**config.mk**
```make
export PLATFORM = sky130hd
export DESIGN_NAME = qual_evt_ctr
export DESIGN_NICKNAME = d
export VERILOG_FILES = /design/src/rtl/qec_pkg.sv /design/src/rtl/qec_evt_select.sv /design/src/rtl/qec_qualify.sv /design/src/rtl/qec_count.sv /design/src/rtl/qual_evt_ctr.sv
export SDC_FILE = /design/constraint.sdc
export NUM_CORES = 1
export LEC_CHECK = 0
export BUFFER_PORTS_ARGS = -buffer_cell sky130_fd_sc_hd__buf_2
export CAP_MARGIN = 20
export CELL_PAD_IN_SITES_DETAIL_PLACEMENT = 1
export CELL_PAD_IN_SITES_GLOBAL_PLACEMENT = 1
export CORE_MARGIN = 2
export CORE_UTILIZATION = 42
export CTS_BUF_LIST = sky130_fd_sc_hd__clkbuf_8 sky130_fd_sc_hd__clkbuf_16
export DETAILED_ROUTE_END_ITERATION = 16
export PLACE_DENSITY = 0.82
export SLEW_MARGIN = 25
export SYNTH_ARGS = -nofsm -noshare
export SYNTH_HDL_FRONTEND = slang
export SYNTH_SLANG_ARGS = --single-unit
```
**constraint.sdc**
```tcl
create_clock -name clk -period 7.5 [get_ports clk]
set_input_delay 1.5 -clock clk [delete_from_list [all_inputs] [get_ports clk]]
set_output_delay 1.5 -clock clk [all_outputs]
set_load 0.005 [all_outputs]
```
**src/rtl/qec_pkg.sv**
```systemverilog
package qec_pkg;

   localparam int DATA_W    = 32;
   localparam int LINES     = 8;
   localparam int OVF_BIT   = 6;

   typedef struct packed {
      logic [7:0] thr;
      logic [7:0] umask;
      logic [7:0] code;
      logic       rsv;
      logic       ovf;
      logic       ie;
      logic       inv;
      logic       edge_m;
      logic       usr;
      logic       os;
      logic       en;
   } ctl_t;

   localparam logic [1:0] ADDR_CTL = 2'd0;
   localparam logic [1:0] ADDR_CLO = 2'd1;
   localparam logic [1:0] ADDR_CHI = 2'd2;

endpackage

```
**src/rtl/qec_evt_select.sv**
```systemverilog
module qec_evt_select #(
   parameter int NUM_EVT = 4,
   parameter int LINES   = 8,
   localparam int HW     = $clog2(LINES + 1)
) (
   input  logic [NUM_EVT*LINES-1:0] evt_lines,
   input  logic [7:0]               code,
   input  logic [LINES-1:0]         umask,
   output logic [HW-1:0]            hits
);

   logic [LINES-1:0] grp;
   logic [LINES-1:0] admitted;

   always_comb begin
      grp = '0;
      for (int i = 0; i < NUM_EVT; i++) begin
         if (code == 8'(i)) grp = evt_lines[i*LINES +: LINES];
      end
   end

   assign admitted = grp & umask;

   always_comb begin
      hits = '0;
      for (int k = 0; k < LINES; k++) hits = hits + HW'(admitted[k]);
   end

endmodule

```
**src/rtl/qec_qualify.sv**
```systemverilog
module qec_qualify #(
   parameter int HW      = 4,
   parameter bit EDGE_EN = 1'b1
) (
   input  logic          clk,
   input  logic          rst_n,
   input  logic          en,
   input  logic          os,
   input  logic          usr,
   input  logic          edge_m,
   input  logic          inv,
   input  logic [7:0]    thr,
   input  logic [1:0]    priv_lvl,
   input  logic [HW-1:0] hits,
   output logic [HW-1:0] amt
);

   logic       priv_ok;
   logic       thr_zero;
   logic [7:0] hits8;
   logic       cond;
   logic       cond_q;
   logic       prev_q;

   assign hits8    = 8'(hits);
   assign thr_zero = (thr == 8'd0);
   assign priv_ok  = (!os && !usr) || (os && priv_lvl == 2'd0) ||
                     (usr && priv_lvl != 2'd0);

   always_comb begin
      if (thr_zero)  cond = (hits != '0);
      else if (inv)  cond = (hits8 < thr);
      else           cond = (hits8 >= thr);
   end

   assign cond_q = cond & priv_ok;

   generate
      if (EDGE_EN) begin : g_edge
         always_ff @(posedge clk or negedge rst_n) begin
            if (!rst_n)  prev_q <= 1'b0;
            else if (en) prev_q <= cond_q;
         end
      end else begin : g_no_edge
         assign prev_q = 1'b0;
      end
   endgenerate

   always_comb begin
      if (!en)                    amt = '0;
      else if (edge_m && EDGE_EN) amt = HW'(cond_q && !prev_q);
      else if (thr_zero)          amt = priv_ok ? hits : '0;
      else                        amt = HW'(cond_q);
   end

   // an edge-mode increment is never followed by another without a new edge
   assert_edge_single_R6: assert property (@(posedge clk) disable iff (!rst_n)
      (en && edge_m && amt != '0) |=> (!en || !edge_m || amt == '0));

   // a nonzero threshold yields at most one count per cycle
   assert_thr_unit_R4: assert property (@(posedge clk) disable iff (!rst_n)
      (thr != 8'd0) |-> (amt <= HW'(1)));

   // a ring outside the selected set never counts
   assert_priv_block_R7: assert property (@(posedge clk) disable iff (!rst_n)
      ((os && !usr && priv_lvl != 2'd0) || (usr && !os && priv_lvl == 2'd0))
      |-> (amt == '0));

endmodule

```
**src/rtl/qec_count.sv**
```systemverilog
module qec_count #(
   parameter int CNT_W  = 40,
   parameter int DATA_W = 32,
   parameter int HW     = 4,
   localparam int HI_W  = CNT_W - DATA_W
) (
   input  logic              clk,
   input  logic              rst_n,
   input  logic [HW-1:0]     amt,
   input  logic              wr_lo,
   input  logic              wr_hi,
   input  logic [DATA_W-1:0] wdata,
   input  logic              clr_ovf,
   output logic [CNT_W-1:0]  count,
   output logic              ovf
);

   logic [CNT_W:0] sum;

   assign sum = {1'b0, count} + (CNT_W + 1)'(amt);

   always_ff @(posedge clk or negedge rst_n) begin
      if (!rst_n) begin
         count <= '0;
      end else if (wr_lo) begin
         count[DATA_W-1:0] <= wdata;
      end else if (wr_hi) begin
         count[CNT_W-1:DATA_W] <= wdata[HI_W-1:0];
      end else begin
         count <= sum[CNT_W-1:0];
      end
   end

   always_ff @(posedge clk or negedge rst_n) begin
      if (!rst_n)                          ovf <= 1'b0;
      else if (!wr_lo && !wr_hi && sum[CNT_W]) ovf <= 1'b1;
      else if (clr_ovf)                    ovf <= 1'b0;
   end

   // a low-word write lands verbatim even with a pending increment
   assert_wr_wins_R10: assert property (@(posedge clk) disable iff (!rst_n)
      wr_lo |=> (count[DATA_W-1:0] == $past(wdata)));

   // the flag only drops on an explicit clear
   assert_ovf_sticky_R9: assert property (@(posedge clk) disable iff (!rst_n)
      (ovf && !clr_ovf) |=> ovf);

   // stepping off all ones always raises the flag
   assert_wrap_sets_R9: assert property (@(posedge clk) disable iff (!rst_n)
      ((&count) && amt != '0 && !wr_lo && !wr_hi) |=> ovf);

endmodule

```
**src/rtl/qual_evt_ctr.sv**
```systemverilog
module qual_evt_ctr
   import qec_pkg::*;
#(
   parameter int NUM_EVT = 4,
   parameter int CNT_W   = 40,
   parameter bit EDGE_EN = 1'b1
) (
   input  logic                     clk,
   input  logic                     rst_n,
   input  logic [NUM_EVT*LINES-1:0] evt_lines,
   input  logic [1:0]               priv_lvl,
   input  logic                     reg_wr,
   input  logic [1:0]               reg_addr,
   input  logic [DATA_W-1:0]        reg_wdata,
   output logic [DATA_W-1:0]        reg_rdata,
   output logic                     irq
);

   localparam int HW   = $clog2(LINES + 1);
   localparam int HI_W = CNT_W - DATA_W;

   generate
      if (NUM_EVT < 1 || NUM_EVT > 256) begin : g_bad_evt
         $error("NUM_EVT must lie in 1..256");
      end
      if (CNT_W <= DATA_W || CNT_W > 2 * DATA_W) begin : g_bad_cnt
         $error("CNT_W must lie in 33..64");
      end
   endgenerate

   ctl_t             ctl_q;
   logic             wr_ctl, wr_lo, wr_hi;
   logic             ovf;
   logic [CNT_W-1:0] count;
   logic [HW-1:0]    hits;
   logic [HW-1:0]    amt;

   assign wr_ctl = reg_wr && reg_addr == ADDR_CTL;
   assign wr_lo  = reg_wr && reg_addr == ADDR_CLO;
   assign wr_hi  = reg_wr && reg_addr == ADDR_CHI;

   always_ff @(posedge clk or negedge rst_n) begin
      if (!rst_n) begin
         ctl_q <= '0;
      end else if (wr_ctl) begin
         ctl_q        <= ctl_t'(reg_wdata);
         ctl_q.ovf    <= 1'b0;
         ctl_q.rsv    <= 1'b0;
      end
   end

   qec_evt_select #(.NUM_EVT(NUM_EVT), .LINES(LINES)) sel_i (
      .evt_lines (evt_lines),
      .code      (ctl_q.code),
      .umask     (ctl_q.umask),
      .hits      (hits)
   );

   qec_qualify #(.HW(HW), .EDGE_EN(EDGE_EN)) qual_i (
      .clk      (clk),
      .rst_n    (rst_n),
      .en       (ctl_q.en),
      .os       (ctl_q.os),
      .usr      (ctl_q.usr),
      .edge_m   (ctl_q.edge_m),
      .inv      (ctl_q.inv),
      .thr      (ctl_q.thr),
      .priv_lvl (priv_lvl),
      .hits     (hits),
      .amt      (amt)
   );

   qec_count #(.CNT_W(CNT_W), .DATA_W(DATA_W), .HW(HW)) cnt_i (
      .clk     (clk),
      .rst_n   (rst_n),
      .amt     (amt),
      .wr_lo   (wr_lo),
      .wr_hi   (wr_hi),
      .wdata   (reg_wdata),
      .clr_ovf (wr_ctl && reg_wdata[OVF_BIT]),
      .count   (count),
      .ovf     (ovf)
   );

   always_comb begin
      unique case (reg_addr)
         ADDR_CTL: reg_rdata = DATA_W'(ctl_q) | (DATA_W'(ovf) << OVF_BIT);
         ADDR_CLO: reg_rdata = count[DATA_W-1:0];
         ADDR_CHI: reg_rdata = DATA_W'(count[CNT_W-1:DATA_W]);
         default:  reg_rdata = '0;
      endcase
   end

   assign irq = ovf & ctl_q.ie;

   // a disabled counter without a software write keeps its value
   assert_hold_R8: assert property (@(posedge clk) disable iff (!rst_n)
      (!ctl_q.en && !wr_lo && !wr_hi) |=> $stable(count));

   // a high-word write leaves the low word untouched
   assert_hi_keeps_lo_R10: assert property (@(posedge clk) disable iff (!rst_n)
      wr_hi |=> (count[DATA_W-1:0] == $past(count[DATA_W-1:0])));

endmodule

```
Yosys cells after proc, flatten, opt, wreduce, memory -nomap -nowiden. Cells that the tools add are included.

Add/subtract/negate cells: 8. $lt $le $gt $ge: 2. Equal/unequal tests: 6. Muxes and demuxes: 16. Bitwise logic cells: 4. Reductions and logical operators: 24.

Operator list (count): 32-bit case mux with 3 select lines (1); 32-bit 2-to-1 mux (2); 40-bit by 4-bit adder with 41-bit output (1); 8-bit 2-to-1 mux (5); 32-bit by 7-bit bitwise OR with 32-bit output (1); 4-bit by 1-bit adder with 4-bit output (6); 8-bit by 2-bit equality test with 1-bit output (second input constant) (2); 8-bit logical NOT (2); 4-bit 2-to-1 mux (4); 1-bit logical AND (10); 8-bit bitwise AND (1); 8-bit by 1-bit equality test with 1-bit output (second input constant) (1); 4-bit by 8-bit greater-or-equal comparator with 1-bit output (1); 4-bit by 8-bit < comparator with 1-bit output (1); 1-bit logical NOT (5); 2-bit logical NOT (2); 1-bit 2-to-1 mux (4); 2-bit nonzero test (2); 4-bit nonzero test (1); 1-bit by 1-bit adder with 2-bit output (1); 1-bit bitwise AND (2); 2-bit by 1-bit equality test with 1-bit output (second input constant) (1); 2-bit equality test (second input constant) (1); 1-bit logical OR (2); 2-bit by 1-bit inequality test with 1-bit output (second input constant) (1).

Register bits: 72. Input bits: 71. Word-level logic and storage cells: 73.

Longest topological paths before layout. Gate-level depths: netlist (run 1).

Word-level depth: 23. Gate-level depth with buffers: 29. Mapped depth without buffers: 28.

Cells and area by module. From an unflattened synthesis (run 1), not the netlist that was laid out.

Cells, all modules: 497. Area total of the unflattened synthesis: 5009.8 um^2.

By module, submodules not included: qec_count (instances 1, cells each 284, area each 2567.5 um^2, seq. area each 1026.0 um^2); qual_evt_ctr (instances 1, cells each 142, area each 1705.4 um^2, seq. area each 750.7 um^2); qec_evt_select (instances 1, cells each 35, area each 442.9 um^2, seq. area each 0.0 um^2); qec_qualify (instances 1, cells each 36, area each 294.0 um^2, seq. area each 25.0 um^2).

Worst setup path before layout (run 1). Ideal clock, no wire load.

Path kind: in2reg. Start: in evt_lines[24]. End: reg cnt_i.count[8]. Arrival: 7242 ps. Required time: 7374 ps. Setup slack: 132 ps. Cell stages on the path: 27. Cell sequence: mux4_2 -> and3_1 -> ha_1 -> inv_1 -> fa_1 -> fa_1 -> inv_1 -> fa_1 -> inv_1 -> fa_1 -> inv_1 -> ha_1 -> a21oi_1 -> o21ai_0 -> mux2_2 -> o21ai_0 -> a211oi_1 -> ha_1 -> inv_1 -> fa_1 -> nand2b_1 -> a21oi_1 -> clkbuf_1 -> nand4_1 -> nand2_1 -> nand2_1 -> a221o_1.

Longest elaborated chain between the ends: 19. Elaborated cells between the ends (all ways): 23. Classes of those cells: add/sub (8); order compare (2); mux (9); bitwise (2); reduce/logical (2).

RTL lines: from (decl) (RTL line qual_evt_ctr.sv:10) `input logic [NUM_EVT*LINES-1:0] evt_lines,`; 8-bit 2-to-1 mux (*) (RTL line qec_evt_select.sv:18) `if (code == 8'(i)) grp = evt_lines[i*LINES +: LINES];`; 8-bit bitwise AND (*) (RTL line qec_evt_select.sv:22) `assign admitted = grp & umask;`; 1-bit by 1-bit adder with 2-bit output (*) (RTL line qec_evt_select.sv:26) `for (int k = 0; k < LINES; k++) hits = hits + HW'(admitted[k]);`; 4-bit by 1-bit adder with 4-bit output (*) (6 in a row) (RTL line qec_evt_select.sv:26); 4-bit by 8-bit greater-or-equal comparator with 1-bit output or 4-bit by 8-bit < comparator with 1-bit output (tied branches) (RTL line qec_qualify.sv:33, qec_qualify.sv:32); 1-bit 2-to-1 mux (RTL line qec_qualify.sv:32) `else if (inv) cond = (hits8 < thr);`; 1-bit 2-to-1 mux (RTL line qec_qualify.sv:31) `if (thr_zero) cond = (hits != '0);`; 1-bit bitwise AND (RTL line qec_qualify.sv:36) `assign cond_q = cond & priv_ok;`; 4-bit 2-to-1 mux or 1-bit logical AND (tied branches) (RTL line qec_qualify.sv:52, qec_qualify.sv:51); 4-bit 2-to-1 mux (*) (RTL line qec_qualify.sv:51) `else if (edge_m && EDGE_EN) amt = HW'(cond_q && !prev_q);`; 4-bit 2-to-1 mux (*) (RTL line qec_qualify.sv:50) `if (!en) amt = '0;`; 40-bit by 4-bit adder with 41-bit output (*) (RTL line qec_count.sv:20) `assign sum = {1'b0, count} + (CNT_W + 1)'(amt);`; 32-bit 2-to-1 mux (*) (RTL line qec_count.sv:27) `end else if (wr_hi) begin`; 32-bit 2-to-1 mux (*) (RTL line qec_count.sv:25) `end else if (wr_lo) begin`; to (signal, indexed assignment) (RTL line qec_count.sv:26) `count[DATA_W-1:0] <= wdata;`; to (signal, indexed assignment) (RTL line qec_count.sv:28) `count[CNT_W-1:DATA_W] <= wdata[HI_W-1:0];`; to (signal assigned) (RTL line qec_count.sv:30) `count <= sum[CNT_W-1:0];`; to (decl) (RTL line qec_count.sv:14) `output logic [CNT_W-1:0] count,`.

Mark *: on every way between the ends. The rest lies on a longest branch, timed or not. The select of a mux whose other input is x is not followed. A chain may end at the register's enable or synchronous reset.

Final worst setup path (run 1).
Start: in evt_lines[25]. End: reg cnt_i.count[22].

Same word-level chain as after synthesis.

==> summary.md, run 1 <==
| Metric | Value |
|---|---|
| Clk root buf | clkbuf_16 |
| Worst Skew | 0.00773 ns |
| Chip Height | 115 µm |
| Fin crit period | 7.25 ns |
| Worst VDD drop | about 150 µV |
| DRT iter0 DRCs | 167 |
| Area growth from synthesis to layout | 21.1% |
| DR vias/cell | 6.14 |
| Final worst path period share | a little over nine tenths |
| GPL Wtd Cong | 0.907 |
| Worst skew pair latency | 0.35 ns |
| CP required | between 7 and 8 ns |
| Drt first pass iters | 4 |
| # diodes | 0 |
| NumNets Final | ~770 |
| Clk sinks | 72 |
| Synth cell types | 64 |
| First-pass GRT wire length | 28200 µm |
| Placed Area | around 5900 µm² |
| Synthesized instance count | 586 |
| Status | completed |
| LEAKAGE | 0.00281 µW |
| WS Path Type | primary input to flip-flop |
| CP arrival | between 7 and 8 ns |
| Max-cap viol count | 0 |
| Post-synth EDFFs | 0 |
| Number of global-route vias before repair | 5547 |
| Clock buffer depth | 2 |
| Type of the most critical hold path | flip-flop to flip-flop |
| Starting utilization of the core area | a little over two fifths |
| Synth async-reset ratio | 100% |
| RSZ-0062 raised after global routing | false |
| Worst setup SP type | primary input |
| Port Buffer Count | 103 |
| Final HPWL DP | 12800 µm |
| Post-DRT Antenna Nets | 0 |
| Fmax | 0.138 GHz |
| Yosys reg bits | between 70 and 80 |
| Post-synthesis compound-gate area fraction | 16.7% |
| Simple-Gate Fraction of Synth Area | between 20 and 25% |
| Die area | 13200 µm² |
| Syn Nets | 673 |
| Max-slew violation count | 0 |
| TritonCTS Buffers | 9 |
| Post-synth top flop | dfrtp_1 |
| CP max FO | 3 |
| Xor/xnor cell area share of the yosys netlist | less than 1% |
| Clock transition at path regs | 0.06 ns |
| DRT Wirelength | 17800 µm |
| Slew margin rel. | just over 30% |
| Die X | roughly 110 µm |
| Hold WS | 0.536 ns |
| Endpoints failing hold | 0 |
| IO Pins | around 100 |
| Wire per inst | roughly 21 µm |
| Cell Area, Synth | 5170 µm² |
| Synth Warn # | 0 |
| Core footprint | approximately 12000 µm² |
| Pwr dens | around 220 nW/µm² |
| Final instance area | approximately 6300 µm² |
| Register area share after synthesis | 34.9% |
| H-tree lvl count | 3 |
| Final setup fails | 0 |
| Post-synthesis area per instance | 8.82 µm² |
| Worst slew pin tran | 1.03 ns |
| Initial antenna violation count | 0 |
| Multiplexer share of the synthesized area | 15.6% |
| Main combinational cell family by area after synthesis | simple AND/OR/NAND/NOR gates |
| Largest net degree at the start of global routing | 73 |
| Layout cells sized above 1 | 29.7% |
| # rows | 40 |
| Setup crit end kind | flip-flop |
| DR vias | between 5000 and 6000 |
| Adder-Cell Fraction of Synth Area | between 4 and 5% |
| DRC | 0 |
| TritonCTS clock tree | yes |
| Grt total ovfl | 0 |
| Total GRT Usage | 27.4% |
## state kept, by name (all words and copies together), names as in the netlist
register	cells
cnt_i.count	40
ctl_q	30
cnt_i.ovf	1
qual_i.prev_q	1
## report_power, final
part | internal (µW) | total [µW] | switching (µW)
clock | 292 | 473 | 181
combinational | 168 | 347 | 179
sequential | 468 | 586 | 118
total | 927 | 1400 | 478
## metal layers
layer | GRT usage [%] | wire length, µm
met3 | 6.22 | 726
met2 | 47.8 | 9190
met5 | 0 | 0
met4 | 11.6 | 561
met1 | 32.5 | 7310
## synth_stat cells, drive strengths merged, types with 19 or more instances
master / instances / area [µm²]
nor2: 62 / 243
nand3: 24 / 135
clkbuf: 19 / 71.3
a21oi: 33 / 165
dfrtp: 72 / 1800
mux2i: 31 / 310
mux2: 28 / 315
inv: 24 / 90.1
nand2: 64 / 243
o21ai: 33 / 165
buf: 19 / 104
nor3: 21 / 105
## through the flow
stage | std cells | power (µW) | setup WS (ns) | setup TNS [ns] | util [%]
6_report | 838 | 1400 | 0.249 | 0 | 52.1
5_1_grt | 838 | 1480 | 0.0407 | 0 | 52.1
4_1_cts | 837 | 1400 | 0.00893 | 0 | 51.5
3_5_place_dp | 821 | 926 | -0.365 | -4.16 | 48.9
3_3_place_gp | 821 | 898 | -0.119 | -0.700 | 48.9
2_1_floorplan | 586 | 779 | 0.132 | 0 | -
## worst max-delay path, cell delays in order
cell      delay [ns]
buf_2           0.09
mux4_2          0.46
and3_1          0.20
ha_1            0.27
inv_1           0.05
fa_1            0.50
fa_1            0.55
inv_1           0.06
fa_1            0.43
inv_1           0.08
fa_1            0.41
inv_1           0.09
ha_1            0.25
a21oi_2         0.13
o21ai_1         0.08
mux2_2          0.22
o21ai_0         0.10
a211oi_1        0.23
ha_2            0.22
inv_1           0.05
fa_2            0.35
nand2b_4        0.17
a21oi_4         0.16
and3_4          0.22
buf_4           0.11
nand4_1         0.10
or3_1           0.34
nand3_1         0.09
## placed cells by master (no fill, tap or decap), types with 8 or more instances in the layout
master / netlist / final
a21oi_1: 33 / 31
mux4_2: 8 / 8
inv_1: 24 / 24
dfrtp_1: 72 / 72
clkbuf_16: 0 / 9
nor2b_1: 9 / 9
buf_2: 11 / 103
o22ai_1: 12 / 12
nor2_1: 60 / 57
nand2_1: 63 / 62
nand4_1: 10 / 10
ha_1: 11 / 10
nand3_1: 21 / 21
nor3_1: 21 / 19
mux2_2: 28 / 28
o21ai_0: 31 / 29
buf_4: 3 / 22
mux2i_1: 31 / 31
## timing repair
item,CTS,global route
hold buffers,0,0
pin swaps,0,5
endpoints found under the setup margin,1,14
gates resized for setup,1,15
setup buffers,0,1
## area by class of cell
class	instances	area, µm²
well taps	147	184
inverters	24	90.1
clock buffers	9	225
fillers	1461	5750
repair buffers	127	703
clock inverters	7	96.3
multi-input cells	452	3160
flip-flops and latches	72	1800
## worst paths after layout
kind / start / endpoint / depth (start not counted) / slack (ns)
min in group asynchronous: rst_n / cnt_i.count[37] / 2 / 1.27
setup / recovery: evt_lines[25] / cnt_i.count[22] / 28 / 0.25
setup reg to reg: ctl_q[8] / cnt_i.count[22] / 27 / 0.59
hold reg to reg: ctl_q[16] / ctl_q[16] / 1 / 0.54
hold / removal: ctl_q[16] / ctl_q[16] / 1 / 0.54
max in group asynchronous: rst_n / ctl_q[22] / 2 / 5.74
## cells by family (layout without fill, tap and decap cells)
group,Yosys count,after routing
AO/OA/AOI/OAI,132,132
multiplexers,67,67
flip-flops,72,72
XOR/XNOR,1,1
AND/OR/NAND/NOR,236,236
buffers and inverters,62,167
adder cells (fa/ha/maj),16,16
Power figures use the tool's default switching activity.
==> run 2, diff against run 1 <==
Settings changed: CORE_UTILIZATION 42 to 38, PLACE_DENSITY 0.82 to 0.78.
Clock period 7.5 ns to 6.5 ns, I/O delays scaled along.
==> run 2 against run 1 <==
Effect of this change:
- combinational power increased by 28%
- the flow now finishes with violations (negative setup slack)
- worst setup slack worse by 0.50 ns
- clock skew is essentially flat
- count of clock-buffer cells in the layout up 2
- sequential share of layout area fell by 1.7 points
==> summary.md, run 2 (same netlist as run 1, synthesis figures left out) <==
| Metric | Value |
|---|---|
| Port Buffer Count | 103 (unchanged) |
| Core footprint | 13200 µm² (+10%) |
| Status | finished with violations |
| Worst skew pair latency | 0.35 ns (about the same) |
| Final HPWL DP | 13300 µm (+3.8%) |
| Chip Height | 121 µm (+5.0%) |
| # diodes | 0 (unchanged) |
| Worst slew pin tran | 0.929 ns (-0.105 ns) |
| Crit Reg-Reg Startpoint | ctl_q[15] |
| Storage cell area | 1800 µm² (unchanged) |
| GPL Wtd Cong | 0.890 (-1.9%) |
| Hold WS | 0.530 ns (-0.00557 ns) |
| Final setup fails | 18 (+18) |
| Most frequent cells in the layout | buf_2 (99), dfrtp_1 (72), nand2_1 (60) |
| WS Path Type | primary input to flip-flop |
| Multi-input gate area | 3350 µm² (+6.2%) |
| Setup crit end kind | flip-flop |
| DRC | 0 (unchanged) |
| DRT iter0 DRCs | 289 (+73%) |
| Type of the most critical hold path | flip-flop to flip-flop |
| IO Pins | 104 (unchanged) |
| NumNets Final | 792 (+2.5%) |
| Max-cap viol count | 0 (unchanged) |
| LEAKAGE | 0.00297 µW (+5.5%) |
| # fillers | 1590 (+8.8%) |
| TritonCTS Buffers | 9 (unchanged) |
| Reg2reg end | cnt_i.count[8] |
| Failing checks | negative setup slack |
| Final WS setup | -0.255 ns (-0.504 ns) |
| Grt total ovfl | 0 (unchanged) |
| TritonCTS clock tree | yes |
| DRT Wirelength | 19400 µm (+8.8%) |
| Initial antenna violation count | 0 (unchanged) |
| Wire per inst | 21.9 µm (+2.9%) |
| Clk root buf | clkbuf_16 |
| CP required | 6.73 ns (-1.05 ns) |
| RSZ-0062 raised after global routing | true |
| Worst Hold End | ctl_q[19] |
| CP max FO | 7 (+4) |
| Total GRT Usage | 26.6% (-0.82 points) |
| Endpoints failing hold | 0 (unchanged) |
| Worst Skew | 0.00819 ns (+0.000458 ns) |
| Starting utilization of the core area | 39.0% (-4.0 points) |
| Slew margin rel. | 38.0% (+7.2 points) |
| Max-slew violation count | 0 (unchanged) |
| Max reg flops | 40 (unchanged) |
| Hold Path Stages | 1 (unchanged) |
| DR vias/cell | 6.04 (-1.6%) |
| Final worst path period share | 104% |
| Number of global-route vias before repair | 5645 (+1.8%) |
| CP arrival | 6.99 ns (-0.54 ns) |
| Hold-fix buffers, CTS | 0 (unchanged) |
| H-tree lvl count | 3 (unchanged) |
| DR vias | 5354 (+4.0%) |
| Die X | 121 µm (+5.0%) |
| Reg with most FFs | cnt_i.count |
| Worst VDD drop | 131 µV (-14%) |
| Clock buffer depth | 2 (unchanged) |
| Die area | 14500 µm² (+10%) |
| Clock transition at path regs | 0.06 ns (about the same) |
| Leading cell type in the layout, fill and taps excluded | buf_2 |
| Largest regs | cnt_i.count x40, ctl_q x30 |
| Crit-path slowest cell | fa_1 |
| Worst setup SP type | primary input |
| Crit path top cell by count | inv_2 |
| CP max stage delay | 0.50 ns (-0.05 ns) |
| Worst r2r path cells | 29 (+7.4%) |
| Fin crit period | 6.75 ns |
| Clk sinks | 72 (unchanged) |
| # rows | 42 (+5.0%) |
| Drt first pass iters | 4 (unchanged) |
| Largest net degree at the start of global routing | 73 (unchanged) |
| Layout cells sized above 1 | 36.6% (+7.0 points) |
| First-pass GRT wire length | 30100 µm (+6.9%) |
| Hold path startpoint | ctl_q[19] |
| Area growth from synthesis to layout | 28.9% |
| Pre-CTS setup slack | -0.674 ns (-0.309 ns) |
| Pwr dens | 247 nW/µm² (+10%) |
| R2R Setup Slk | 0.01 ns (-0.58 ns) |
| Fmax | 0.148 GHz |
| Post-DRT Antenna Nets | 0 (unchanged) |
## run 2: per-stage QoR
step                      util [%]  cells  TNS (ns)  total power, µW  area, µm²
final                         50.3    886     -2.80             1640       6660
after CTS                     49.0    879     -1.33             1620       6480
after floorplan                  -    586    -0.549              908       5240
after detailed placement      45.5    857    -15.24             1080       6030
after global placement        45.5    857     -8.40             1050       6030
after global routing          50.3    886     -7.30             1720       6660
## run 2: area by class of cell
cell class / instances / share of cell area, %
inverters: 24 / 1.35
flip-flops and latches: 72 / 27.1
repair buffers: 146 / 13.3
clock buffers: 11 / 3.80
multi-input cells: 452 / 50.4
well taps: 176 / 3.31
clock inverters: 5 / 0.827
## run 2: how the worst max path moves through the flow
stage                      end           from  cells past startpoint  slack (ns)
6_report        cnt_i.count[8]  evt_lines[24]                     28       -0.25
5_1_grt        cnt_i.count[30]  evt_lines[24]                     30       -0.45
4_1_cts         cnt_i.count[8]  evt_lines[24]                     28       -0.16
3_5_place_dp   cnt_i.count[14]  evt_lines[24]                     30       -0.67
3_3_place_gp   cnt_i.count[24]  evt_lines[25]                     28       -0.50
2_1_floorplan  cnt_i.count[24]  evt_lines[25]                     27       -0.20
## run 2: report_power, final
part	switching, µW	internal (µW)	total (µW)
logic	231	212	444
clock network	209	317	526
registers	135	540	675
## run 2: what timing repair did
action	4_1_cts	5_1_grt
gates resized for setup	29	27
pin swaps	13	19
setup endpoints to repair	20	38
cloned	0	0
buffers inserted	7	8
## run 2: worst max-delay path, delay by kind of cell
family,cells,cell delay (ns)
mux,2,0.68
compound gates,6,0.96
buf+inv,7,0.56
fa+ha+maj,8,2.80
simple gates,5,0.67
## run 2: metal layers
layer,part of all wire (%),track usage (%),up-vias
met5,0,0,-
met1,42,32.7,2766
met2,51,46.5,153
met4,3.1,11.5,0
li1,-,-,2392
met3,4.0,3.54,43
==> run 3, diff against run 2 <==
Settings changed: SKIP_LAST_GASP set to 1.
==> run 3 against run 2 <==
Effect of this change:
- the flow still finishes with violations (negative setup slack)
- non-clock buffer count unchanged
- cell count unchanged
- critical path type unchanged
- critical path depth unchanged
- sequential power about the same
- clock power about the same
==> summary.md, run 3 (same netlist as run 1, synthesis figures left out) <==
| Metric | Value |
|---|---|
| Status | finished with violations |
| Failing checks | negative setup slack |
| Final setup fails | 18 (unchanged) |
| Max-slew violation count | 0 (unchanged) |
| Dpl cells | 857 (unchanged) |
| Grt total ovfl | 0 (unchanged) |
| Final worst path period share | 104% (about the same) |
| Fmax | 0.148 GHz (about the same) |
| First-pass GRT wire length | 30100 µm (unchanged) |
| # rows | 42 (unchanged) |
| Final WS setup | -0.261 ns (-0.00570 ns) |
| Hold path startpoint | ctl_q[19] |
| # diodes | 0 (unchanged) |
| GR peak layer | met2 |
| Setup TNS | -2.89 ns (-0.0831 ns) |
| Largest regs | cnt_i.count x40, ctl_q x30 |
| Max-cap viol count | 0 (unchanged) |
| Worst Skew | 0.00721 ns (-0.000978 ns) |
| Met2 Use GR | 46.5% (unchanged) |
| Clk root buf | clkbuf_16 |
| Starting utilization of the core area | 39.0% (unchanged) |
| Setup crit end kind | flip-flop |
| Initial antenna violation count | 0 (unchanged) |
| Chip Height | 121 µm (unchanged) |
| Drt first pass iters | 4 (unchanged) |
| DRC | 0 (unchanged) |
| Clk sinks | 72 (unchanged) |
| Finished Layout Cells | 886 (unchanged) |
| Clock buffer depth | 2 (unchanged) |
| Total GRT Usage | 26.6% (unchanged) |
| Clock transition at path regs | 0.06 ns (about the same) |
| CP max stage delay | 0.50 ns (about the same) |
| DR vias | 5393 (+0.73%) |
| RSZ-0062 raised after global routing | true |
| Worst skew pair latency | 0.35 ns (about the same) |
| Layout cells sized above 1 | 36.6% (unchanged) |
| CP max FO | 7 (unchanged) |
| Die area | 14500 µm² (unchanged) |
| Die X | 121 µm (unchanged) |
| Wire per inst | 21.9 µm (about the same) |
| GR Util met3 | 3.54% (unchanged) |
| Fin crit period | 6.76 ns (+0.00570 ns) |
| Area growth from synthesis to layout | 28.9% (unchanged) |
| Crit path top cell by count | inv_2 |
| Post-DRT Antenna Nets | 0 (unchanged) |
| NumNets Final | 792 (unchanged) |
| Port Buffer Count | 103 (unchanged) |
| DRT iter0 DRCs | 362 (+25%) |
| TritonCTS Buffers | 9 (unchanged) |
| CP required | 6.73 ns (about the same) |
| WS Path Type | primary input to flip-flop |
| Crit-path slowest cell | fa_1 |
| Reg with most FFs | cnt_i.count |
| Type of the most critical hold path | flip-flop to flip-flop |
| DRT Wirelength | 19400 µm (about the same) |
| CP arrival | 6.99 ns (about the same) |
| Crit Reg-Reg Startpoint | ctl_q[15] |
| Worst slew pin tran | 0.923 ns (-0.00621 ns) |
| Core footprint | 13200 µm² (unchanged) |
| Number of global-route vias before repair | 5645 (unchanged) |
| Pwr dens | 247 nW/µm² (+0.10%) |
| Worst VDD drop | 130 µV (-0.67%) |
| Max reg flops | 40 (unchanged) |
| GPL Wtd Cong | 0.890 (unchanged) |
| Leading cell type in the layout, fill and taps excluded | buf_2 |
| Most frequent cells in the layout | buf_2 (99), dfrtp_1 (72), nand2_1 (60) |
| Final HPWL DP | 13300 µm (unchanged) |
| Worst setup SP type | primary input |
| H-tree lvl count | 3 (unchanged) |
| LEAKAGE | 0.00297 µW (unchanged) |
| TritonCTS clock tree | yes |
| Slew margin rel. | 38.5% (+0.41 points) |
| Largest net degree at the start of global routing | 73 (unchanged) |
| GRT met1 Usage | 32.7% (unchanged) |
| Endpoints failing hold | 0 (unchanged) |
| CP Launch Point | evt_lines[24] |
| DR vias/cell | 6.09 (+0.73%) |
| Hold WS | 0.530 ns (-0.000123 ns) |
| IO Pins | 104 (unchanged) |
## run 3: cell counts in the layout (fill, tap and decap cells not counted)
Identical to the previous run, type by type.
## run 3: worst paths after layout
check                                  endpoint  slack, ns  depth (start not counted)
worst max-delay path             cnt_i.count[8]      -0.26                         28
worst min-delay path                  ctl_q[19]       0.53                          1
worst max register to register   cnt_i.count[8]          0                         29
worst min register to register        ctl_q[19]       0.53                          1
max in group asynchronous       cnt_i.count[36]       4.91                          2
min in group asynchronous              ctl_q[5]       1.06                          2
## run 3: timing repair
item                       4_1_cts  5_1_grt
hold buffers                     0        0
gates cloned                     0        0
gates resized for setup         29       27
setup endpoints to repair       20       38
buffers inserted                 7        8
pin swaps                       13       19
hold endpoints to repair         0        0
## run 3: per-layer routing
metal | routed length [µm] | up-vias | share of wire, %
li1 | - | 2397 | -
met5 | 0 | - | 0
met3 | 754 | 43 | 3.9
met2 | 9980 | 166 | 52
met4 | 595 | 0 | 3.1
met1 | 8040 | 2787 | 42
## run 3: worst max-delay path, delay by kind of cell
family / cells / cell delay (ns)
simple gates: 5 / 0.67
compound gates: 6 / 0.96
buf+inv: 7 / 0.56
mux: 2 / 0.68
fa+ha+maj: 8 / 2.80
## run 3: cell type report
class | count | area [µm²]
fillers | 1590 | 6580
clock buffers | 11 | 253
inverters | 24 | 90.1
clock inverters | 5 | 55.1
multi-input cells | 452 | 3350
repair buffers | 146 | 886
well taps | 176 | 220
flip-flops and latches | 72 | 1800
## run 3: power by group
part,internal [µW],switching [µW],total (µW)
Sequential,540,136,676
Clock,317,210,527
Combinational,212,231,443
## run 3: metrics by stage
step                      cell area [µm²]  utilization [%]  setup slack [ns]  power [µW]
after CTS                            6480             49.0            -0.156        1620
after floorplan                      5240                -            -0.195         908
after global routing                 6660             50.3            -0.449        1720
after global placement               6030             45.5            -0.497        1050
final                                6660             50.3            -0.261        1650
after detailed placement             6030             45.5            -0.674        1080
